<file path="src/rtl/rdbuf_pkg.sv">
package rdbuf_pkg;

    localparam int ADDR_W     = 16;
    localparam int WORD_W     = 32;
    localparam int LINE_BYTES = 32;
    localparam int NUM_ENT    = 2;

    localparam int OFF_W      = $clog2(LINE_BYTES);
    localparam int WORD_BYTES = WORD_W / 8;
    localparam int WB_W       = $clog2(WORD_BYTES);
    localparam int WORDS      = LINE_BYTES / WORD_BYTES;
    localparam int WSEL_W     = $clog2(WORDS);
    localparam int TAG_W      = ADDR_W - OFF_W;
    localparam int LINE_W     = LINE_BYTES * 8;

    typedef logic [ADDR_W-1:0] addr_t;
    typedef logic [TAG_W-1:0]  tag_t;
    typedef logic [WORD_W-1:0] word_t;
    typedef logic [LINE_W-1:0] line_t;

    typedef enum logic {ST_IDLE, ST_FILL} fill_st_e;
    typedef enum logic {OWN_CPU, OWN_FPU} owner_e;

    function automatic tag_t tag_of(addr_t a);
        return a[ADDR_W-1:OFF_W];
    endfunction

    function automatic addr_t line_base(addr_t a);
        return {a[ADDR_W-1:OFF_W], {OFF_W{1'b0}}};
    endfunction

    function automatic word_t pick_word(line_t l, addr_t a);
        int idx;
        idx = int'(a[OFF_W-1:WB_W]);
        return l[idx*WORD_W +: WORD_W];
    endfunction

endpackage

</file>
<file path="src/rtl/rdbuf_entry.sv">
module rdbuf_entry
    import rdbuf_pkg::*;
(
    input  logic  clk,
    input  logic  rst,
    input  tag_t  look_tag,
    output logic  hit,
    output line_t line_out,
    input  logic  fill_en,
    input  tag_t  fill_tag,
    input  line_t fill_line,
    input  logic  fill_keep,
    input  logic  inv_a_en,
    input  addr_t inv_a_addr,
    input  logic  inv_b_en,
    input  addr_t inv_b_addr
);

    logic  valid_q;
    tag_t  tag_q;
    line_t line_q;
    logic  inv_hit;

    assign hit      = valid_q && (tag_q == look_tag);
    assign line_out = line_q;
    assign inv_hit  = valid_q &&
                      ((inv_a_en && (tag_of(inv_a_addr) == tag_q)) ||
                       (inv_b_en && (tag_of(inv_b_addr) == tag_q)));

    always_ff @(posedge clk) begin
        if (rst) begin
            valid_q <= 1'b0;
            tag_q   <= '0;
            line_q  <= '0;
        end else if (fill_en) begin
            valid_q <= fill_keep;
            tag_q   <= fill_tag;
            line_q  <= fill_line;
        end else if (inv_hit) begin
            valid_q <= 1'b0;
        end
    end

endmodule

</file>
<file path="src/rtl/rdbuf_lru.sv">
module rdbuf_lru (
    input  logic clk,
    input  logic rst,
    input  logic touch_en,
    input  logic touch_idx,
    output logic victim
);

    always_ff @(posedge clk) begin
        if (rst) begin
            victim <= 1'b0;
        end else if (touch_en) begin
            victim <= ~touch_idx;
        end
    end

endmodule

</file>
<file path="src/rtl/rdbuf_arb.sv">
module rdbuf_arb (
    input  logic cpu_req,
    input  logic fpu_req,
    output logic gnt_cpu,
    output logic any_req
);

    assign gnt_cpu = cpu_req;
    assign any_req = cpu_req || fpu_req;

endmodule

</file>
<file path="src/rtl/rdbuf_lru2.sv">
module rdbuf_lru2
    import rdbuf_pkg::*;
(
    input  logic                  clk,
    input  logic                  rst,
    input  logic                  cpu_rd_req,
    input  logic [ADDR_W-1:0]     cpu_rd_addr,
    output logic                  cpu_rd_ready,
    output logic [WORD_W-1:0]     cpu_rd_data,
    input  logic                  fpu_rd_req,
    input  logic [ADDR_W-1:0]     fpu_rd_addr,
    output logic                  fpu_rd_ready,
    output logic [WORD_W-1:0]     fpu_rd_data,
    input  logic                  cpu_wr_en,
    input  logic [ADDR_W-1:0]     cpu_wr_addr,
    input  logic                  bm_wr_en,
    input  logic [ADDR_W-1:0]     bm_wr_addr,
    output logic                  mem_rd_req,
    output logic [ADDR_W-1:0]     mem_rd_addr,
    input  logic                  mem_rd_valid,
    input  logic [LINE_W-1:0]     mem_rd_line
);

    fill_st_e state_q;
    owner_e   owner_q;
    addr_t    fill_addr_q;
    logic     poison_q;

    logic  gnt_cpu, any_req;
    addr_t sel_addr;
    tag_t  look_tag;
    logic [NUM_ENT-1:0] hit_vec;
    line_t ent_line [NUM_ENT];
    logic  victim;
    logic  hit_any, hit_idx;
    logic  idle_hit, idle_miss;
    logic  fill_done, poison_now, fill_keep;
    logic  touch_en, touch_idx;
    logic  resp_valid, resp_cpu;
    word_t resp_word;

    rdbuf_arb u_arb (
        .cpu_req (cpu_rd_req),
        .fpu_req (fpu_rd_req),
        .gnt_cpu (gnt_cpu),
        .any_req (any_req)
    );

    assign sel_addr = gnt_cpu ? cpu_rd_addr : fpu_rd_addr;
    assign look_tag = tag_of(sel_addr);

    assign fill_done  = (state_q == ST_FILL) && mem_rd_valid;
    assign poison_now = (state_q == ST_FILL) &&
                        ((cpu_wr_en && (tag_of(cpu_wr_addr) == tag_of(fill_addr_q))) ||
                         (bm_wr_en  && (tag_of(bm_wr_addr)  == tag_of(fill_addr_q))));
    assign fill_keep  = !(poison_q || poison_now);

    for (genvar e = 0; e < NUM_ENT; e++) begin : g_ent
        rdbuf_entry u_entry (
            .clk        (clk),
            .rst        (rst),
            .look_tag   (look_tag),
            .hit        (hit_vec[e]),
            .line_out   (ent_line[e]),
            .fill_en    (fill_done && (victim == 1'(e))),
            .fill_tag   (tag_of(fill_addr_q)),
            .fill_line  (mem_rd_line),
            .fill_keep  (fill_keep),
            .inv_a_en   (cpu_wr_en),
            .inv_a_addr (cpu_wr_addr),
            .inv_b_en   (bm_wr_en),
            .inv_b_addr (bm_wr_addr)
        );
    end

    assign hit_any   = |hit_vec;
    assign hit_idx   = hit_vec[1];
    assign idle_hit  = (state_q == ST_IDLE) && any_req && hit_any;
    assign idle_miss = (state_q == ST_IDLE) && any_req && !hit_any;

    assign touch_en  = idle_hit || fill_done;
    assign touch_idx = fill_done ? victim : hit_idx;

    rdbuf_lru u_lru (
        .clk       (clk),
        .rst       (rst),
        .touch_en  (touch_en),
        .touch_idx (touch_idx),
        .victim    (victim)
    );

    always_comb begin
        resp_valid = 1'b0;
        resp_cpu   = 1'b0;
        resp_word  = '0;
        if (idle_hit) begin
            resp_valid = 1'b1;
            resp_cpu   = gnt_cpu;
            resp_word  = pick_word(ent_line[hit_idx], sel_addr);
        end else if (fill_done) begin
            resp_valid = 1'b1;
            resp_cpu   = (owner_q == OWN_CPU);
            resp_word  = pick_word(mem_rd_line, fill_addr_q);
        end
    end

    assign cpu_rd_ready = resp_valid && resp_cpu;
    assign fpu_rd_ready = resp_valid && !resp_cpu;
    assign cpu_rd_data  = resp_word;
    assign fpu_rd_data  = resp_word;

    assign mem_rd_req  = (state_q == ST_FILL);
    assign mem_rd_addr = line_base(fill_addr_q);

    always_ff @(posedge clk) begin
        if (rst) begin
            state_q     <= ST_IDLE;
            owner_q     <= OWN_CPU;
            fill_addr_q <= '0;
            poison_q    <= 1'b0;
        end else begin
            case (state_q)
                ST_IDLE: begin
                    if (idle_miss) begin
                        state_q     <= ST_FILL;
                        owner_q     <= gnt_cpu ? OWN_CPU : OWN_FPU;
                        fill_addr_q <= sel_addr;
                        poison_q    <= 1'b0;
                    end
                end
                ST_FILL: begin
                    if (mem_rd_valid) begin
                        state_q  <= ST_IDLE;
                        poison_q <= 1'b0;
                    end else begin
                        poison_q <= poison_q || poison_now;
                    end
                end
                default: state_q <= ST_IDLE;
            endcase
        end
    end

endmodule

</file>
<file path="config.mk">
export PLATFORM = sky130hd
export DESIGN_NAME = rdbuf_lru2
export DESIGN_NICKNAME = d
export VERILOG_FILES = /design/src/rtl/rdbuf_pkg.sv /design/src/rtl/rdbuf_entry.sv /design/src/rtl/rdbuf_lru.sv /design/src/rtl/rdbuf_arb.sv /design/src/rtl/rdbuf_lru2.sv
export SDC_FILE = /design/constraint.sdc
export NUM_CORES = 2
export LEC_CHECK = 0
export CORE_UTILIZATION = 35
export DETAILED_ROUTE_END_ITERATION = 10
export DONT_BUFFER_PORTS = 1
export GPL_ROUTABILITY_DRIVEN = 1
export REMOVE_ABC_BUFFERS = 1
export SYNTH_ARGS = -nofsm -noshare
export SYNTH_HDL_FRONTEND = slang
export SYNTH_SLANG_ARGS = --single-unit
</file>
<file path="constraint.sdc">
create_clock -name clk -period 4.2 [get_ports clk]
set_clock_uncertainty 0.1 [all_clocks]
set_input_delay 0.21 -clock clk [delete_from_list [all_inputs] [get_ports clk]]
set_output_delay 0.21 -clock clk [all_outputs]
set_load 0.01 [all_outputs]
</file>
After elaboration in Yosys (flattened, before gate mapping)
Index checks and enable logic that the tools add are counted.

Eq/ne operators: 9. Bitwise logic cells: 5. $lt $le $gt $ge: 1. Shift-type cells: 2. Multiplexer cells: 22. Div/mod/pow operators: 0. Add/sub/neg operators: 0. Reduce and logical (&&, ||, !) cells: 32. Multipliers: 0.

Operators with widths (count): $mux 256 (3); $shiftx 256x9->32 (2); $eq 11x11->1 (8); $mux 32 (2); $logic_and 1x1->1 (19); $mux 16 (1); $mux 1 (14); $logic_or 1x1->1 (6); $not 1->1 (4); $pmux 1 s2 (2); $reduce_bool 2->1 (2); $logic_not 1->1 (3); $ge 2x2->1 const B (1); $ne 2x2->1 const B (1); $not 1->2 (1); $reduce_and 2->1 (1); $reduce_or 2->1 (1).

Input port bits: 327. Memories: 0. Output and inout port bits: 83. Memory bits (writable): 0. Word-level logic and storage cells: 82. Bits in latches: 0. Bits in registers: 556. Memory bits (read-only): 0.

Depth between registers and ports, before layout
Depth after elaboration: 9. Mapped depth: 14. Gate-level depth less buffers: 7.

Hierarchy
Synthesis repeated with hierarchy kept, for this count alone.

Cell total of the unflattened synthesis: 2835. Area total of the unflattened synthesis: 27730.3 µm².

Modules (own cells, without submodules): rdbuf_entry (area each 9897.0 µm², cells each 910, sequential area each 5365.1 µm², times used 2); rdbuf_lru2 (area each 7891.3 µm², cells each 1010, sequential area each 340.3 µm², times used 1); rdbuf_lru (area each 31.3 µm², cells each 3, sequential area each 20.0 µm², times used 1); rdbuf_arb (area each 13.8 µm², cells each 2, sequential area each 0.0 µm², times used 1).

Worst setup path before layout
OpenSTA, ideal clock, no wires.

Path kind: input-to-output. Start: input port cpu_rd_req. End: output port fpu_rd_data[12]. Slack: 1.209 ns. Data required time: 3.890 ns. Cell stages on the path: 9. Arrival: 2.681 ns. Path buffers: 6. Path through: buf_6 -> buf_6 -> mux2_2 -> buf_6 -> buf_4 -> clkbuf_1 -> mux4_2 -> a221o_1 -> buf_4.

Cells in the longest elaborated chain, start to end: 9. Elaborated cells on any way between the ends: 15. Those cells by class: eq/ne (2); shift (1); mux (5); bitwise (1); reduce/logical (6).

RTL lines: start: declaration (line rdbuf_lru2.sv:6) `input logic cpu_rd_req,`; $mux 16 (line rdbuf_lru2.sv:49) `assign sel_addr = gnt_cpu ? cpu_rd_addr : fpu_rd_addr;`; $eq 11x11->1 (line rdbuf_entry.sv:24) `assign hit = valid_q && (tag_q == look_tag);`; $logic_and 1x1->1 (line rdbuf_entry.sv:24); $not 1->2 (not written as such) (line rdbuf_lru2.sv:99) `resp_word = pick_word(ent_line[hit_idx], sel_addr);`; $mux 256 (not written as such) (3 in series) (line rdbuf_lru2.sv:99); $shiftx 256x9->32 (line rdbuf_pkg.sv:35) `return l[idx*WORD_W +: WORD_W];`; $mux 32 (*) (line rdbuf_lru2.sv:96) `if (idle_hit) begin`; end: declaration (line rdbuf_lru2.sv:13) `output logic [WORD_W-1:0] fpu_rd_data,`.

Mark *: on every way between the ends. The rest lies on a longest branch, timed or not. The select of a mux whose other input is x is not followed.

Worst setup path in the final report
Start: input port cpu_rd_req. End: output port fpu_rd_data[22].

The elaborated chain is that of the path after synthesis.

==> reports/qor.log <==
qor: setup_path.crit_fanout 18
qor: finish.design.final.nets 3769
qor: synthesis.yosys_most_used_dff sky130_fd_sc_hd__dfxtp_1
qor: sta.fin_crit_sh 97.2%
qor: sta.fmaxAchievable 0.245 GHz
qor: clock_tree.cts.htree.levels 3
qor: route.detail_route.iter0.violations 2212
qor: floorplanning.std_cell_rows 100
qor: sta.maxSlewViolCount 0
qor: setup_path.worst_r2r_endpoint g_ent[0].u_entry.line_out[18]$_SDFFE_PP0P_
qor: placement.numPortBuffers 0
qor: hold_path.min_path_type in2reg
qor: clock_tree.cts_inserted_buffers 67
qor: synthesis.synth.yosys.warnings 0
qor: setup_path.setup.reg_to_reg.worst_slack 660 ps
qor: synthesis.seq_area_frac_synth 42.2%
qor: sta.report.final.hold_viol_count 0
qor: grt.first_global_vias 24800
qor: power_and_ir_drop.total_leakage_power 12.9 nW
qor: sta.setup_viol_count_final 0
qor: clock_tree.clock-root-buffer sky130_fd_sc_hd__clkbuf_16
qor: synthesis.post_synth_inst_count 3013
qor: setup_path.critPathKind in2out
qor: sta.final_period_minus_worst_setup_slack 4080 ps
qor: sta.setup_ws 118 ps
qor: clock_tree.cts_tree built
qor: route.detail-route-antenna-nets 0
qor: setup_path.crit_arrival 3770 ps
qor: synthesis.synth_area_per_cell 8.73 um^2
qor: grt.gr-usage-all-layers 23.2%
qor: finish.post_route_cells_drive_above_1_share 11.4%
qor: clock_tree.clk_pin_slew_worst_paths 50 ps
qor: clock_tree.cts_resized 0
qor: sta.unrepaired_setup_endpoints_after_global_routing no
qor: power_and_ir_drop.finalPower 0.0132 W
qor: placement.hpwl 48.5 mm
qor: hold_path.hold_crit_start bm_wr_en
qor: floorplanning.die_h 276 um
qor: hold_path.holdPathStages 5
qor: setup_path.cp-start-kind input port
qor: floorplanning.fp.dieW 276 um
qor: setup_path.kind_of_end_point_of_the_critical_path primary output
qor: clock_tree.clkSinkCount 554
qor: finish.antennaDiodeCount 0
qor: floorplanning.die-area 76300 um^2
qor: floorplanning.start_util 35.3%
qor: grt.maximum_number_of_pins_on_one_net_before_global_route_repair 326
qor: route.route.vias.total 23900
qor: grt.top_usage_layer met2
qor: clock_tree.clock_latency 610 ps
qor: finish.areaGrowthSynthToFinish 33.7%
qor: finish.fillCellCount 6874
qor: floorplanning.boundaryPins 410
qor: route.drt-vias-per-instance 5.35
qor: route.finalWirelength 89.8 mm
qor: grt.antenna_violations_before_repair 7
qor: clock_tree.cts_buffer_depth 3
qor: synthesis.mappedNetlistArea 26300 um^2
qor: grt.met2_usage 39.2%
qor: setup_path.ff2ff_path_depth 7
qor: synthesis.synth-seq-cells 554
qor: synthesis.synth_cell_types 37
qor: placement.pre_cts_ws 746 ps
qor: setup_path.crit_required 3890 ps
qor: grt.grt_first_pass_wirelength 141 mm
qor: placement.gpl.final_weighted_congestion 0.893
qor: grt.global_route.usage.met1 29.0%
qor: power_and_ir_drop.irDropWorstVdd 0.274 mV
qor: synthesis.synth_edf_count 0
qor: job.max_cap_viol_count 0
qor: route.wl_per_cell 20.1 um
qor: sta.timing.slew.headroom 2.56%
qor: hold_path.min_to g_ent[1].u_entry.valid_q$_SDFFE_PP0P_
qor: synthesis.ys_async_sr_fraction 0%
qor: grt.grt_use_met3 5.03%
qor: floorplanning.placeable_area 74400 um^2
qor: sta.max_slew.worst_pin.slew 1460 ps
qor: status.status finished, final reports clean
qor: grt.grt_remaining_overflow 0
qor: power_and_ir_drop.power_density_normalized_to_cell_area 374 nW/um^2
qor: route.dr.pass1.iters 6
qor: setup_path.launching_point_of_the_worst_reg2reg_path mem_rd_req$_SDFF_PP0_
qor: route.drc_errors 0
==> cells in the mapped netlist, types with 24 or more instances <==
library cell / n / area share (%)
sky130_fd_sc_hd__nand2_1: 1103 / 16
sky130_fd_sc_hd__dfxtp_1: 554 / 42
sky130_fd_sc_hd__a21oi_1: 538 / 10
sky130_fd_sc_hd__clkbuf_1: 193 / 2.8
sky130_fd_sc_hd__mux4_2: 192 / 16
sky130_fd_sc_hd__xnor2_1: 66 / 2.2
sky130_fd_sc_hd__buf_4: 49 / 1.4
sky130_fd_sc_hd__mux2i_1: 40 / 1.5
sky130_fd_sc_hd__mux2_2: 33 / 1.4
sky130_fd_sc_hd__a221o_1: 30 / 1.1
sky130_fd_sc_hd__buf_1: 27 / 0.39
sky130_fd_sc_hd__buf_2: 24 / 0.46
sky130_fd_sc_hd__nand4_1: 24 / 0.57
sky130_fd_sc_hd__o21ai_0: 24 / 0.46
==> report_power, final <==
group	internal [W]	total, W	switching, W
logic	0.000845	0.00162	0.000772
clock network	0.00357	0.00599	0.00242
registers	0.00542	0.00556	0.000149
==> critical path, stage by stage <==
cell and delay, ps:
sky130_fd_sc_hd__buf_12 160, sky130_fd_sc_hd__dlygate4sd3_1 660, sky130_fd_sc_hd__mux2i_4 290, sky130_fd_sc_hd__xor2_1 190, sky130_fd_sc_hd__nand4_1 120, sky130_fd_sc_hd__or3_1 490
sky130_fd_sc_hd__a211o_2 660, sky130_fd_sc_hd__buf_4 370, sky130_fd_sc_hd__o21ai_0 220, sky130_fd_sc_hd__a221o_1 360
==> cells by family after synthesis <==
group                     after synthesis  synth area share, %
xor gates and xnor gates               88                 2.93
AOI/OAI and AO/OA                     628                 12.8
DFF                                   554                 42.2
buffers and inverters                 301                 5.28
other                                   1               0.0143
muxes                                 271                 19.7
and+or+nand+nor                      1170                 17.1
==> how the worst max path moves through the flow <==
stage / cells after the start / slack (ps) / end / startpoint
6_report: 10 / 120 / fpu_rd_data[22] / cpu_rd_req
5_1_grt: 10 / 20 / fpu_rd_data[22] / cpu_rd_req
4_1_cts: 10 / 120 / cpu_rd_data[4] / cpu_rd_req
3_5_place_dp: 8 / 750 / cpu_rd_data[4] / cpu_rd_req
3_3_place_gp: 8 / 740 / cpu_rd_data[4] / cpu_rd_req
2_1_floorplan: 5 / -5290 / g_ent[0].u_entry.valid_q$_SDFFE_PP0P_ / mem_rd_req$_SDFF_PP0_
==> metal layers <==
layer | up-vias | wire length, um
li1 | 11200 | -
met1 | 11600 | 36600
met2 | 928 | 43300
met3 | 205 | 6930
met4 | 6 | 3050
met5 | - | 41
==> final cells by class <==
cell class,count,area [um^2],area share (%)
inverters,2,7.51,0.0213
clock buffers,91,1890,5.37
well taps,969,1210,3.45
flip-flops and latches,554,11100,31.6
repair buffers,655,6650,18.9
multi-input cells,2162,13900,39.6
clock inverters,28,384,1.09
==> placed cells by master, fill, tap and decap left out, drive strengths merged, types with 3 or more instances in the layout <==
cell	Yosys	final
a211o	3	3
a211oi	15	15
a21oi	538	538
a221o	30	30
and2	3	3
and3	3	3
buf	106	46
bufinv	0	6
clkbuf	193	91
clkinv	0	17
conb	1	5
dfxtp	554	554
dlygate4sd3	0	609
inv	2	5
mux2	33	33
mux2i	46	46
mux4	192	192
nand2	1103	1103
nand4	24	24
nor2	23	23
nor3	6	6
o21ai	36	36
xnor2	66	66
xor2	22	22
==> registers in the layout, indices dropped and copies added, names as in the netlist <==
name                    count
fill_addr_q                14
g_ent.u_entry.valid_q       2
mem_rd_req                  1
g_ent.u_entry.tag_q        22
g_ent.u_entry.line_out    512
poison_q                    1
owner_q                     1
u_lru.victim                1
==> what timing repair did <==
item	in CTS	in global routing
hold buffers	611	0
endpoints found under the hold margin	554	0
setup endpoints to repair	0	0
setup buffers	0	0
==> through the flow <==
| step | instance area [um^2] | std cells | utilization (%) | hold slack, ps | setup TNS (ps) |
|---|---|---|---|---|---|
| floorplan | 24900 | 2718 | - | 179 | -1829100 |
| global route | 35200 | 4461 | 47.3 | 85.3 | 0 |
| finish | 35200 | 4461 | 47.3 | 67.9 | 0 |
| detailed placement | 26800 | 3731 | 35.9 | 220 | 0 |
| global placement | 26800 | 3731 | 35.9 | 219 | 0 |
| CTS | 35200 | 4461 | 47.3 | 20.9 | 0 |
No activity file was read; power rests on OpenSTA's default activity.
